<file path="config.mk">
export PLATFORM = sky130hd
export DESIGN_NAME = tsa_core
export DESIGN_NICKNAME = d
export VERILOG_FILES = /design/src/rtl/tsa_pkg.sv /design/src/rtl/tsa_route_ram.sv /design/src/rtl/tsa_walker.sv /design/src/rtl/tsa_core.sv
export SDC_FILE = /design/constraint.sdc
export NUM_CORES = 1
export LEC_CHECK = 0
export BUFFER_PORTS_ARGS = -buffer_cell sky130_fd_sc_hd__buf_2
export CAP_MARGIN = 10
export CORE_MARGIN = 8
export CORE_UTILIZATION = 49
export CTS_CLUSTER_SIZE = 14
export DETAILED_ROUTE_END_ITERATION = 10
export PLACE_DENSITY = 0.65
export RECOVER_POWER = 50
export SKIP_CTS_REPAIR_TIMING = 1
export SLEW_MARGIN = 20
export SYNTH_ARGS = -nofsm -noshare
export SYNTH_HDL_FRONTEND = slang
export SYNTH_SLANG_ARGS = --single-unit
</file>
<file path="constraint.sdc">
create_clock -name clk -period 3.8 [get_ports clk]
set_input_delay 0.76 -clock clk [delete_from_list [all_inputs] [get_ports clk]]
set_output_delay 0.76 -clock clk [all_outputs]
set_load 0.01 [all_outputs]
</file>
<file path="src/rtl/tsa_pkg.sv">
package tsa_pkg;
  localparam int CODE_W  = 3;
  localparam int CNT_W   = 4;
  localparam int ENTRY_W = CODE_W + CNT_W + 2;
  localparam int NCH     = 4;
  localparam int POS_W   = CNT_W + 3;

  localparam logic [CODE_W-1:0] CS_SKIP = 3'b000;
  localparam logic [CODE_W-1:0] CS_B1   = 3'b010;
  localparam logic [CODE_W-1:0] CS_B2   = 3'b110;
  localparam logic [CODE_W-1:0] CS_MON  = 3'b101;
  localparam logic [CODE_W-1:0] CS_D    = 3'b011;
  localparam logic [CODE_W-1:0] CS_GNT  = 3'b111;

  typedef struct packed {
    logic [CODE_W-1:0] code;
    logic [CNT_W-1:0]  cnt;
    logic              byte_u;
    logic              last;
  } tsa_entry_t;

  function automatic logic [NCH-1:0] chan_onehot(input logic [CODE_W-1:0] code);
    logic [NCH-1:0] oh;
    oh = '0;
    case (code)
      CS_B1:   oh[0] = 1'b1;
      CS_B2:   oh[1] = 1'b1;
      CS_MON:  oh[2] = 1'b1;
      CS_D:    oh[3] = 1'b1;
      default: oh = '0;
    endcase
    return oh;
  endfunction

  function automatic logic [POS_W-1:0] slot_last_pos(input tsa_entry_t e);
    logic [POS_W-1:0] r;
    if (e.byte_u)              r = {e.cnt, 3'b111};
    else if (e.code == CS_GNT) r = '0;
    else                       r = POS_W'(e.cnt);
    return r;
  endfunction
endpackage

</file>
<file path="src/rtl/tsa_route_ram.sv">
module tsa_route_ram #(
  parameter int DEPTH = 16,
  parameter int W     = 9,
  localparam int AW   = $clog2(DEPTH)
) (
  input  logic          clk,
  input  logic          we,
  input  logic [AW-1:0] waddr,
  input  logic [W-1:0]  wdata,
  input  logic [AW-1:0] raddr,
  output logic [W-1:0]  rdata
);
  logic [W-1:0] mem [DEPTH];

  always_ff @(posedge clk) begin
    if (we) mem[waddr] <= wdata;
  end

  assign rdata = mem[raddr];
endmodule

</file>
<file path="src/rtl/tsa_walker.sv">
module tsa_walker
  import tsa_pkg::*;
#(
  parameter int DEPTH = 16,
  localparam int AW   = $clog2(DEPTH)
) (
  input  logic          clk,
  input  logic          rst,
  input  logic          bit_en,
  input  logic          fsync,
  input  tsa_entry_t    entry,
  output logic [AW-1:0] rd_idx,
  output logic          active
);
  localparam logic [AW-1:0] LAST_IDX = AW'(DEPTH - 1);

  logic             run_q;
  logic [AW-1:0]    idx_q;
  logic [POS_W-1:0] pos_q;
  logic [POS_W-1:0] cur_pos;
  logic             slot_end;
  logic             table_end;

  assign active    = fsync | run_q;
  assign rd_idx    = fsync ? '0 : idx_q;
  assign cur_pos   = fsync ? '0 : pos_q;
  assign slot_end  = (cur_pos == slot_last_pos(entry));
  assign table_end = entry.last | (rd_idx == LAST_IDX);

  always_ff @(posedge clk) begin
    if (rst) begin
      run_q <= 1'b0;
      idx_q <= '0;
      pos_q <= '0;
    end else if (bit_en && active) begin
      if (slot_end) begin
        pos_q <= '0;
        if (table_end) begin
          run_q <= 1'b0;
          idx_q <= '0;
        end else begin
          run_q <= 1'b1;
          idx_q <= rd_idx + 1'b1;
        end
      end else begin
        run_q <= 1'b1;
        idx_q <= rd_idx;
        pos_q <= cur_pos + 1'b1;
      end
    end
  end
endmodule

</file>
<file path="src/rtl/tsa_core.sv">
module tsa_core
  import tsa_pkg::*;
#(
  parameter int DEPTH = 16,
  localparam int AW   = $clog2(DEPTH)
) (
  input  logic               clk,
  input  logic               rst,
  input  logic               bit_en,
  input  logic               fsync,
  input  logic               cfg_we,
  input  logic               cfg_tx,
  input  logic [AW-1:0]      cfg_addr,
  input  logic [ENTRY_W-1:0] cfg_data,
  input  logic               rx_line,
  output logic [NCH-1:0]     rx_stb,
  output logic               rx_bit,
  output logic               rx_gnt_vld,
  output logic               rx_gnt,
  input  logic [NCH-1:0]     tx_bits,
  output logic [NCH-1:0]     tx_take,
  output logic               tx_line,
  output logic [AW-1:0]      rx_idx,
  output logic [AW-1:0]      tx_idx
);
  tsa_entry_t    wk_ent    [2];
  logic [AW-1:0] wk_idx    [2];
  logic          wk_active [2];

  for (genvar d = 0; d < 2; d++) begin : g_dir
    logic [ENTRY_W-1:0] rd_word;

    tsa_route_ram #(.DEPTH(DEPTH), .W(ENTRY_W)) u_ram (
      .clk   (clk),
      .we    (cfg_we && (cfg_tx == 1'(d))),
      .waddr (cfg_addr),
      .wdata (cfg_data),
      .raddr (wk_idx[d]),
      .rdata (rd_word)
    );

    assign wk_ent[d] = tsa_entry_t'(rd_word);

    tsa_walker #(.DEPTH(DEPTH)) u_walk (
      .clk    (clk),
      .rst    (rst),
      .bit_en (bit_en),
      .fsync  (fsync),
      .entry  (wk_ent[d]),
      .rd_idx (wk_idx[d]),
      .active (wk_active[d])
    );
  end

  logic [NCH-1:0] rx_sel;
  logic [NCH-1:0] tx_sel;
  logic           rx_is_gnt;

  assign rx_sel    = wk_active[0] ? chan_onehot(wk_ent[0].code) : '0;
  assign tx_sel    = wk_active[1] ? chan_onehot(wk_ent[1].code) : '0;
  assign rx_is_gnt = wk_active[0] && (wk_ent[0].code == CS_GNT);

  always_ff @(posedge clk) begin
    if (rst) begin
      rx_stb     <= '0;
      rx_bit     <= 1'b0;
      rx_gnt_vld <= 1'b0;
      rx_gnt     <= 1'b0;
      tx_take    <= '0;
      tx_line    <= 1'b1;
      rx_idx     <= '0;
      tx_idx     <= '0;
    end else begin
      rx_stb     <= '0;
      rx_gnt_vld <= 1'b0;
      tx_take    <= '0;
      if (bit_en) begin
        rx_stb  <= rx_sel;
        rx_bit  <= rx_line;
        if (rx_is_gnt) begin
          rx_gnt_vld <= 1'b1;
          rx_gnt     <= rx_line;
        end
        rx_idx  <= wk_active[0] ? wk_idx[0] : '0;
        tx_take <= tx_sel;
        tx_line <= (|tx_sel) ? |(tx_bits & tx_sel) : 1'b1;
        tx_idx  <= wk_active[1] ? wk_idx[1] : '0;
      end
    end
  end
endmodule

</file>
==> results of run 1 <==
## through the flow
stage	area (sq um)	worst slack (ns)	utilization, %	setup TNS, ns
CTS	16610	0.1917	57.57	0
global route	16600	0.03297	57.53	0
global placement	15550	-0.1329	53.89	-0.8284
detailed placement	15550	-0.2315	53.89	-2.969
floorplan	14410	0.2274	-	0
finish	16600	0.2420	57.53	0
## tightest hold or removal path: stages (launching register included)
cell and delay (ns):
dfxtp_1 0.31, nand2_1 0.06, a21oi_1 0.05
## where the power goes
part	switching, mW	internal, mW
combinational	0.178	0.0796
clock	1.34	1.90
sequential	0.0169	4.01
total	1.54	5.98
## registers in the layout (all words and copies together) (netlist names)
name,count
g_dir.u_walk.run_q,2
rx_gnt_vld,1
g_dir.u_ram.mem,288
tx_line,1
g_dir.u_walk.idx_q,8
rx_idx,4
rx_stb,4
rx_gnt,1
tx_take,4
tx_idx,4
g_dir.u_walk.pos_q,14
rx_bit,1
## how the worst max path moves through the flow
stage                                           to                startpoint
after CTS                 g_dir[0].u_walk.pos_q[4]  g_dir[0].u_walk.idx_q[1]
after detailed placement  g_dir[1].u_walk.idx_q[0]                     fsync
after global routing      g_dir[1].u_walk.idx_q[0]                     fsync
after global placement    g_dir[1].u_walk.idx_q[0]                     fsync
after floorplan           g_dir[0].u_walk.idx_q[0]                     fsync
final                     g_dir[1].u_walk.idx_q[0]                     fsync
## cells by family (layout without fill, tap and decap cells)
group                    Yosys count  in the layout
XOR/XNOR                           6              6
AND/OR/NAND/NOR                  333            333
adder cells (fa/ha/maj)            4              4
multiplexers                      81             81
flip-flops                       332            332
AO/OA/AOI/OAI                    205            205
buffers and inverters             83            212
## cells in the final DEF, fill, tap and decap left out, types with 11 or more instances in the layout
cell | Yosys | final
a21oi_1 | 40 | 40
mux2i_1 | 35 | 35
a22oi_1 | 11 | 11
o21ai_0 | 29 | 29
a31oi_1 | 13 | 13
mux4_2 | 31 | 31
nor2b_1 | 32 | 32
clkbuf_16 | 0 | 35
dfxtp_1 | 44 | 40
mux2_2 | 14 | 14
nand2b_1 | 18 | 18
nor3_1 | 25 | 25
a211oi_1 | 14 | 14
nand3_1 | 30 | 30
buf_2 | 29 | 30
or2_0 | 11 | 12
nor2_1 | 73 | 73
clkbuf_1 | 30 | 25
nor4b_1 | 15 | 15
edfxtp_1 | 288 | 288
buf_4 | 3 | 90
nand2_1 | 66 | 66
## synthesized netlist by cell type, types with 7 or more instances
cell,count
clkbuf_1,30
a22o_1,8
mux2i_1,35
mux2_2,14
inv_1,9
edfxtp_1,288
a221oi_1,9
mux4_2,31
nand2_1,66
nor3_1,25
a31oi_1,13
or2_0,11
buf_2,29
a22oi_1,11
nand2b_1,18
nor2b_1,32
dfxtp_1,44
nor2_1,73
a21oi_1,40
nor4b_1,15
nand3_1,30
or2_2,7
o211ai_1,9
a211oi_1,14
o21bai_1,8
o21ai_0,29
nor4_1,10
## final cells by class
class                   count  area (sq um)  share of cell area (%)
clock buffers              44         909.6                   5.479
well taps                 384         480.5                   2.894
flip-flops and latches    332          9539                   57.46
repair buffers            139         945.9                   5.697
multi-input cells         629          4523                   27.24
inverters                  14         52.55                  0.3165
clock inverters            15         151.4                  0.9119
## routing by layer
| layer | up-vias | track usage, % | part of all wire, % |
|---|---|---|---|
| li1 | 4270 | - | - |
| met1 | 4669 | 28.42 | 44 |
| met2 | 375 | 30.62 | 45 |
| met3 | 70 | 5.584 | 8.6 |
| met4 | 4 | 6.667 | 2.5 |
| met5 | - | 0 | 0.050 |
==> results.yml, run 1 <==
min_path:
  holdPathStages: 2
  hold_class: "reg -> reg"
  worstHoldEndpoint: "tx_idx[2]"
  holdCritStartpoint: "tx_idx[2]"
logic_synthesis:
  synth_compound_area_share_pct: 9.984
  syn-num-nets: 1072
  ys_ff_latch: 332
  synth_area_sq_um: 14410
  yosys.area_share.simple_pct: 12.15
  synth_top_area_cell: "edfxtp_1"
  synthFlopType: "edfxtp_1"
  synth_top_family_by_area: "simple AND/OR/NAND/NOR gates"
  syn_inst: 1044
  synthAdderAreaFrac_pct: 0.3473
  synth.top_cells.by_area: "edfxtp_1 (60%), dfxtp_1 (6.1%), mux4_2 (4.8%)"
  synth_top_cell_area_share_pct: 60.01
  ys_seq_area_share_pct: 66.12
  synthMuxAreaShare_pct: 8.447
  synth_warnings: 0
  ys_types: 76
  synth_xor_area_share_pct: 0.3646
  async_reset_ff_share_pct: 0
  avgSynthCellArea_sq_um: 13.81
  synth_edf_count: 288
critical_path:
  worstPathRequired_ns: 4.22
  critPathMaxStageDelay_ns: 0.51
  arrival_ns: 3.98
  cp_num_cells: 14
  ff2ff_path_depth: 12
  end_kind: "flip-flop"
  cp-start-kind: "primary input"
  cp_num_buf_inv: 4
  reg2reg_slack_ns: 0.32
  worstSetupPathType: "in -> reg"
  crit_path_top_delay_cell: "or4_1"
  crit_top_cell: "buf_4"
  regToRegStartpoint: "g_dir[1].u_walk.idx_q[1]"
  crit_chain: "buf_4 > buf_4 > or2_0 > mux4_2 > a22oi_1 > nor3_1 > o211ai_1 > buf_4 > buf_4 > mux2i_1 > nand3_1 > nand3_2 > or4_1 > a21oi_1"
  worstReg2RegEnd: "g_dir[1].u_walk.idx_q[0]"
  crit_fanout: 18
  path_delay_family: "simple AND/OR/NAND/NOR gates"
die:
  fp-row-count: 62
  chipHeight_um: 187.5
  die-area_sq_um: 35160
  fp.dieW_um: 187.5
  io_pins: 44
  start_util_pct: 49.94
  core_area_sq_um: 28860
sta:
  worst_pin_slew_ns: 1.924
  holdWs_ns: 0.4667
  slew_violations: 264
  finClkSkew_ns: 0.01344
  hold_viol: 0
  setup_viol: 0
  min_period_ns: 3.558
  fmax_mhz: 281.1
  fin_crit_sh_pct: 93.63
  relSlewSlack_pct: -28.30
  rsz0062_at_grt: "no"
grt:
  grt_pass1_wl_mm: 55.90
  first_global_vias: 9222
  grt_util_all_layers_pct: 20.39
  gr-total-overflow: 0
  grt_max_degree: 40
  antenna_found_initial: 2
layout:
  stdcell_count: 1557
  antennaDiodeCount: 0
  drive_gt1_share_pct: 20.38
  area_growth_pct: 15.19
  nets: 1179
  fillers: 2349
power_and_ir_drop:
  peakVddDrop_mv: 0.2394
  p_total_mw: 7.520
  powerDensity_nw_per_um2: 452.9
  p_leak_nw: 5.497
routing:
  vias: 9388
  drt_iter0_markers: 826
  wl_per_cell_um: 23.34
  wl_mm: 36.35
  first_pass_iters: 7
  drc_errors: 0
  vias_per_cell: 6.030
  detail-route-antenna-nets: 0
clock_tree:
  clk_latency_ns: 0.51
  cts_buffer_depth: 3
  cts.sinks: 332
  h-tree-depth: 2
  cts_tree: "built"
  cts.clk_slew.worst_paths_ns: 0.06
  cts_made_buffers: 35
  root_buffer: "clkbuf_16"
placement:
  gp_congestion: 0.8720
  hpwl_mm: 23.72
  place_inst: 1498
  place.port_buffers: 43
run_status:
  violations: "capacitance limit, slew limit"
  status: "finished with violations"
job:
  drv_cap: 8
No activity file was read; power rests on OpenSTA's default activity.
==> run 2, diff against run 1 <==
--- a/config.mk
+++ b/config.mk
@@ -5,6 +5,7 @@
 export SDC_FILE = /design/constraint.sdc
 export NUM_CORES = 1
 export LEC_CHECK = 0
+export ABC_AREA = 1
 export BUFFER_PORTS_ARGS = -buffer_cell sky130_fd_sc_hd__buf_2
 export CAP_MARGIN = 10
 export CORE_MARGIN = 8
@@ -14,7 +15,6 @@
 export PLACE_DENSITY = 0.65
 export RECOVER_POWER = 50
 export SKIP_CTS_REPAIR_TIMING = 1
-export SLEW_MARGIN = 20
 export SYNTH_ARGS = -nofsm -noshare
 export SYNTH_HDL_FRONTEND = slang
 export SYNTH_SLANG_ARGS = --single-unit
==> results.yml, run 2 <==
routing:
  wl_mm: 35.50
  drc_errors: 0
  first_pass_iters: 6
  vias: 10150
  wl_per_cell_um: 19.50
  drt_iter0_markers: 1094
  vias_per_cell: 5.573
  detail-route-antenna-nets: 0
grt:
  antenna_found_initial: 0
  gr-total-overflow: 0
  first_global_vias: 9608
  grt_pass1_wl_mm: 55.39
  grt_util_all_layers_pct: 19.99
  grt_max_degree: 74
logic_synthesis:
  ys_seq_area_share_pct: 66.90
  synth_common_cells: "nand2_1 (396), nand3_1 (293), edfxtp_1 (288)"
  avgSynthCellArea_sq_um: 10.43
  async_reset_ff_share_pct: 0
  synth_top_cell_area_share_pct: 60.72
  synth_warnings: 0
  syn_inst: 1366
  synth.most_common_cell: "nand2_1"
  synthFlopType: "edfxtp_1"
  ys_types: 37
  synth_edf_count: 288
  synth.top_cells.by_area: "edfxtp_1 (61%), nand2_1 (10%), nand3_1 (10%)"
  ys_ff_latch: 332
  syn-num-nets: 1394
  synth_area_sq_um: 14240
  synth_top_area_cell: "edfxtp_1"
critical_path:
  crit_path_top_delay_cell: "clkbuf_1"
  crit_fanout: 32
  reg2reg_slack_ns: 0.84
  worstSetupPathType: "in -> reg"
  endpoint: "g_dir[1].u_walk.run_q"
  cp-start-kind: "primary input"
  ff2ff_path_depth: 16
  crit_chain: "buf_2 > clkbuf_1 > nor2_2 > buf_12 > nand2_1 > nand3_1 > nand3_1 > nand3_1 > nand2_1 > nor2_1 > nand2_1 > nand2_1 > nand2_1 > nand2_1 > nand3_1 > nor2_2 > nand2_2 > o21ai_0 > a21oi_1"
  crit_top_cell: "nand2_1"
  worstReg2RegEnd: "g_dir[1].u_walk.run_q"
  arrival_ns: 3.55
  cp_num_cells: 19
  regToRegStartpoint: "g_dir[1].u_walk.idx_q[0]"
  path_delay_family: "simple AND/OR/NAND/NOR gates"
  cp_num_buf_inv: 3
  worstPathRequired_ns: 4.15
  critPathLaunch: "fsync"
  end_kind: "flip-flop"
  critPathMaxStageDelay_ns: 0.28
layout:
  antennaDiodeCount: 0
  largest_reg_flops: 288
  nets: 1440
  multi_input_area_sq_um: 4041
  fillers: 2464
  reg_top3: "g_dir.u_ram.mem (288), g_dir.u_walk.pos_q (14), g_dir.u_walk.idx_q (8)"
  area_growth_pct: 11.33
  seqCellArea_sq_um: 9532
  drive_gt1_share_pct: 9.882
  layout_common_cells: "nand2_1 (396), nand3_1 (293), edfxtp_1 (288)"
  top_register: "g_dir.u_ram.mem"
  layout_commonest_cell: "nand2_1"
  stdcell_count: 1821
power_and_ir_drop:
  powerDensity_nw_per_um2: 470.4
  p_clk_share_pct: 43.0
  seqPwrFrac_pct: 54.0
  p_leak_nw: 5.947
  peakVddDrop_mv: 0.2395
  p_comb_share_pct: 3.0
  swShare_pct: 20.22
  power.switching_mw: 1.508
  p_int_mw: 5.951
sta:
  fin_crit_sh_pct: 84.09
  worst_pin_slew_ns: 1.839
  rsz0062_at_grt: "no"
  slew_violations: 297
  holdWs_ns: 0.4602
  relSlewSlack_pct: -22.61
  setup_viol: 0
  finClkSkew_ns: 0.009753
  hold_viol: 0
  min_period_ns: 3.195
  setup_tns_ns: 0
  fmax_mhz: 312.9
die:
  io_pins: 44
  fp.dieW_um: 186.5
  start_util_pct: 49.63
  core_area_sq_um: 28700
  chipHeight_um: 186.5
  die-area_sq_um: 34780
  fp-row-count: 62
clock_tree:
  h-tree-depth: 2
  cts.sinks: 332
  cts_tree: "built"
  cts_made_buffers: 35
  cts.clk_slew.worst_paths_ns: 0.06
  cts_buffer_depth: 3
  clk_latency_ns: 0.51
  root_buffer: "clkbuf_16"
placement:
  hpwl_mm: 22.05
  place_inst: 1758
  place.port_buffers: 43
  gp_congestion: 0.8843
run_status:
  violations: "capacitance limit, slew limit"
  status: "finished with violations"
job:
  drv_cap: 9
min_path:
  hold_class: "reg -> reg"
-- run 2: cell types whose count changed in the layout (fill, tap and decap cells not counted), sizes merged, moves of 14 or more --
| cell | delta |
|---|---|
| buf | -61 |
| nor2b | -32 |
| nor4b | -15 |
| nand2b | -18 |
| nor3 | -20 |
| mux2 | -15 |
| inv | +52 |
| or2 | -14 |
| mux4 | -31 |
| mux2i | -35 |
| nand3 | +263 |
| nand2 | +339 |
| nor2 | +16 |
| a211oi | -14 |
-- run 2: logic make-up after synthesis --
group	synth area share, %
AO/OA/AOI/OAI	3.224
buffers and inverters	4.726
adder cells (fa/ha/maj)	0.3514
flip-flops	66.90
XOR/XNOR	0.1845
AND/OR/NAND/NOR	24.61
-- run 2: worst min-delay path, stage by stage, from the launching register on --
cell	delay, ns
dfxtp_1	0.32
a21oi_1	0.06
nand2_1	0.05
-- run 2: stage by stage --
| step | total power [mW] | worst slack [ns] | utilization (%) | area (sq um) |
|---|---|---|---|---|
| 6_report | 7.459 | 0.6046 | 55.25 | 15860 |
| 5_1_grt | 7.666 | 0.3295 | 55.25 | 15860 |
| 4_1_cts | 7.503 | 0.8335 | 55.34 | 15880 |
| 3_5_place_dp | 4.323 | 0.2895 | 51.60 | 14810 |
| 3_3_place_gp | 4.318 | 0.3421 | 51.60 | 14810 |
| 2_1_floorplan | 4.205 | 1.154 | - | 14240 |
-- run 2: area by class of cell --
cell class,count,share of cell area [%]
clock buffers,51,6.312
inverters,66,1.594
well taps,384,3.030
flip-flops and latches,332,60.11
repair buffers,79,3.006
clock inverters,11,0.4655
multi-input cells,898,25.49
-- run 2: power by group through the flow --
| stage | Sequential [mW] | Combinational (mW) | Clock, mW |
|---|---|---|---|
| 3_3_place_gp | 4.10 | 0.218 | 0 |
| 6_report | 4.03 | 0.220 | 3.21 |
| 4_1_cts | 4.02 | 0.223 | 3.26 |
| 3_5_place_dp | 4.10 | 0.222 | 0 |
| 5_1_grt | 4.03 | 0.243 | 3.39 |
| 2_1_floorplan | 4.10 | 0.107 | 0 |
-- run 2: how the worst min path moves through the flow --
stage	cells after the start	slack, ns	from	endpoint
after floorplan	2	0.44	g_dir[0].u_walk.run_q	g_dir[0].u_walk.run_q
after global placement	2	0.45	tx_line	tx_line
after detailed placement	2	0.45	tx_line	tx_line
after CTS	2	0.46	tx_idx[3]	tx_idx[3]
after global routing	2	0.49	bit_en	rx_bit
final	2	0.46	tx_line	tx_line
-- run 2: routing by layer --
| layer | wire length (um) | GRT usage [%] | vias up |
|---|---|---|---|
| met5 | 0 | 0 | - |
| met4 | 935 | 6.659 | 0 |
| met3 | 2836 | 3.840 | 63 |
| met2 | 15970 | 30.73 | 423 |
| met1 | 15760 | 28.19 | 4843 |
| li1 | - | - | 4819 |
==> run 3, diff against run 2 <==
--- a/config.mk
+++ b/config.mk
@@ -5,14 +5,14 @@
 export SDC_FILE = /design/constraint.sdc
 export NUM_CORES = 1
 export LEC_CHECK = 0
-export ABC_AREA = 1
+export ABC_AREA = 0
 export BUFFER_PORTS_ARGS = -buffer_cell sky130_fd_sc_hd__buf_2
 export CAP_MARGIN = 10
 export CORE_MARGIN = 8
 export CORE_UTILIZATION = 49
 export CTS_CLUSTER_SIZE = 14
 export DETAILED_ROUTE_END_ITERATION = 10
-export PLACE_DENSITY = 0.65
+export PLACE_DENSITY = 0.68
 export RECOVER_POWER = 50
 export SKIP_CTS_REPAIR_TIMING = 1
 export SYNTH_ARGS = -nofsm -noshare
==> constraint.sdc (replaced) <==
create_clock -name clk -period 2.76 [get_ports clk]
set_input_delay 0.552 -clock clk [delete_from_list [all_inputs] [get_ports clk]]
set_output_delay 0.552 -clock clk [all_outputs]
set_load 0.01 [all_outputs]
==> results.yml, run 3 (same netlist as run 1, synthesis figures left out) <==
run_status:
  status: "finished with violations"
  violations: "capacitance limit, slew limit, setup timing"
sta:
  fmax_mhz: 304.6
  finClkSkew_ns: 0.01359
  layout_setup_ws_ns: -0.5231
  relSlewSlack_pct: -16.77
  setup_viol: 24
  min_period_ns: 3.283
  fin_crit_sh_pct: 119.0
  worst_pin_slew_ns: 1.752
  hold_viol: 0
  slew_violations: 231
  setup_tns_ns: -8.476
  rsz0062_at_grt: "yes"
clock_tree:
  cts_buffer_depth: 3
  cts_tree: "built"
  h-tree-depth: 2
  cts_made_buffers: 35
  clk_latency_ns: 0.52
  cts.clk_slew.worst_paths_ns: 0.06
  root_buffer: "clkbuf_16"
  cts.sinks: 332
placement:
  hpwl_mm: 24.46
  gp_congestion: 0.9235
  place.port_buffers: 43
critical_path:
  ff2ff_path_depth: 12
  cp_num_buf_inv: 3
  critPathLaunch: "g_dir[0].u_walk.idx_q[0]"
  path_delay_family: "compound AO/OA/AOI/OAI gates"
  crit_chain: "buf_6 > mux4_2 > o211ai_1 > nand3_2 > or4_4 > a211oi_2 > a311oi_1 > a311oi_2 > buf_6 > buf_4 > a2bb2oi_2 > nor2_1"
  regToRegStartpoint: "g_dir[0].u_walk.idx_q[0]"
  crit_path_top_delay_cell: "or4_4"
  worstSetupPathType: "reg -> reg"
  cp_num_cells: 12
  crit_top_cell: "buf_6"
  critPathMaxStageDelay_ns: 0.55
  worstPathRequired_ns: 3.16
  cp-start-kind: "flip-flop"
  crit_fanout: 15
  end_kind: "flip-flop"
  arrival_ns: 3.68
routing:
  drt_iter0_markers: 1061
  wl_mm: 37.18
  first_pass_iters: 5
  vias: 9901
  detail-route-antenna-nets: 0
  vias_per_cell: 5.979
  drc_errors: 0
  wl_per_cell_um: 22.45
layout:
  largest_reg_flops: 288
  area_growth_pct: 24.26
  reg_top3: "g_dir.u_ram.mem (288), g_dir.u_walk.pos_q (14), g_dir.u_walk.idx_q (8)"
  top_register: "g_dir.u_ram.mem"
  antennaDiodeCount: 0
  nets: 1273
  layout_commonest_cell: "edfxtp_1"
  drive_gt1_share_pct: 31.53
  fin_util_pct: 62.06
  layout_common_cells: "edfxtp_1 (288), buf_4 (163), nor2_1 (69)"
grt:
  first_global_vias: 9536
  gr-total-overflow: 0
  grt_pass1_wl_mm: 55.66
  grt_util_all_layers_pct: 20.27
  antenna_found_initial: 0
  grt_max_degree: 33
die:
  chipHeight_um: 187.5
  die-area_sq_um: 35160
  core_area_sq_um: 28860
  fp.dieW_um: 187.5
  io_pins: 44
  fp-row-count: 62
  start_util_pct: 49.94
power_and_ir_drop:
  seqPwrFrac_pct: 53.6
  p_total_mw: 10.34
  p_comb_share_pct: 3.9
  peakVddDrop_mv: 0.3106
  p_clk_share_pct: 42.6
  p_int_mw: 8.181
  powerDensity_nw_per_um2: 577.1
  p_leak_nw: 6.132
  swShare_pct: 20.85
  power.switching_mw: 2.155
min_path:
  holdPathStages: 3
  holdCritStartpoint: "rx_line"
  hold_class: "in -> reg"
job:
  drv_cap: 7
==> run 3: path summary, 6_finish.rpt <==
check,slack (ns),to
worst max register to register,-0.52,g_dir[0].u_walk.pos_q[1]
worst min register to register,0.45,tx_idx[3]
worst max-delay path,-0.52,g_dir[0].u_walk.pos_q[1]
worst min-delay path,0.31,rx_gnt
==> run 3: through the flow <==
step	hold WS [ns]	instances	setup WS, ns	cell area, sq um
after global routing	0.3277	1656	-0.6136	17910
after global placement	0.4431	1576	-0.8967	16280
after CTS	0.3099	1640	-0.6122	17350
after floorplan	0.4536	1044	-0.5480	14510
final	0.3083	1656	-0.5231	17910
after detailed placement	0.4455	1576	-0.9416	16280
==> run 3: cell type report <==
class / count / area (sq um)
multi-input cells: 629 / 4917
repair buffers: 233 / 1843
flip-flops and latches: 332 / 9544
well taps: 384 / 480.5
fillers: 2124 / 10950
clock buffers: 48 / 955.9
clock inverters: 16 / 110.1
inverters: 14 / 58.81
==> run 3: worst reg2reg max path, cell delays in order, from the launching register on <==
cell and delay (ns):
dfxtp_4 0.45, buf_6 0.14, mux4_2 0.53, o211ai_1 0.29
nand3_2 0.20, or4_4 0.55, a211oi_2 0.19, a311oi_1 0.07
a311oi_2 0.25, buf_6 0.20, buf_4 0.13, a2bb2oi_2 0.12
nor2_1 0.05
==> run 3: routing by layer <==
metal	global-route usage (%)	routed length (um)
met1	29.38	16360
met5	0	0
met3	3.247	2983
met2	31.37	17170
met4	5.636	667
==> run 3: power by group through the flow <==
stage,registers (mW),logic (mW),clock network (mW)
after floorplan,5.64,0.182,0
after global placement,5.64,0.369,0
after detailed placement,5.64,0.376,0
after CTS,5.53,0.378,4.46
after global routing,5.54,0.431,4.64
final,5.54,0.399,4.40
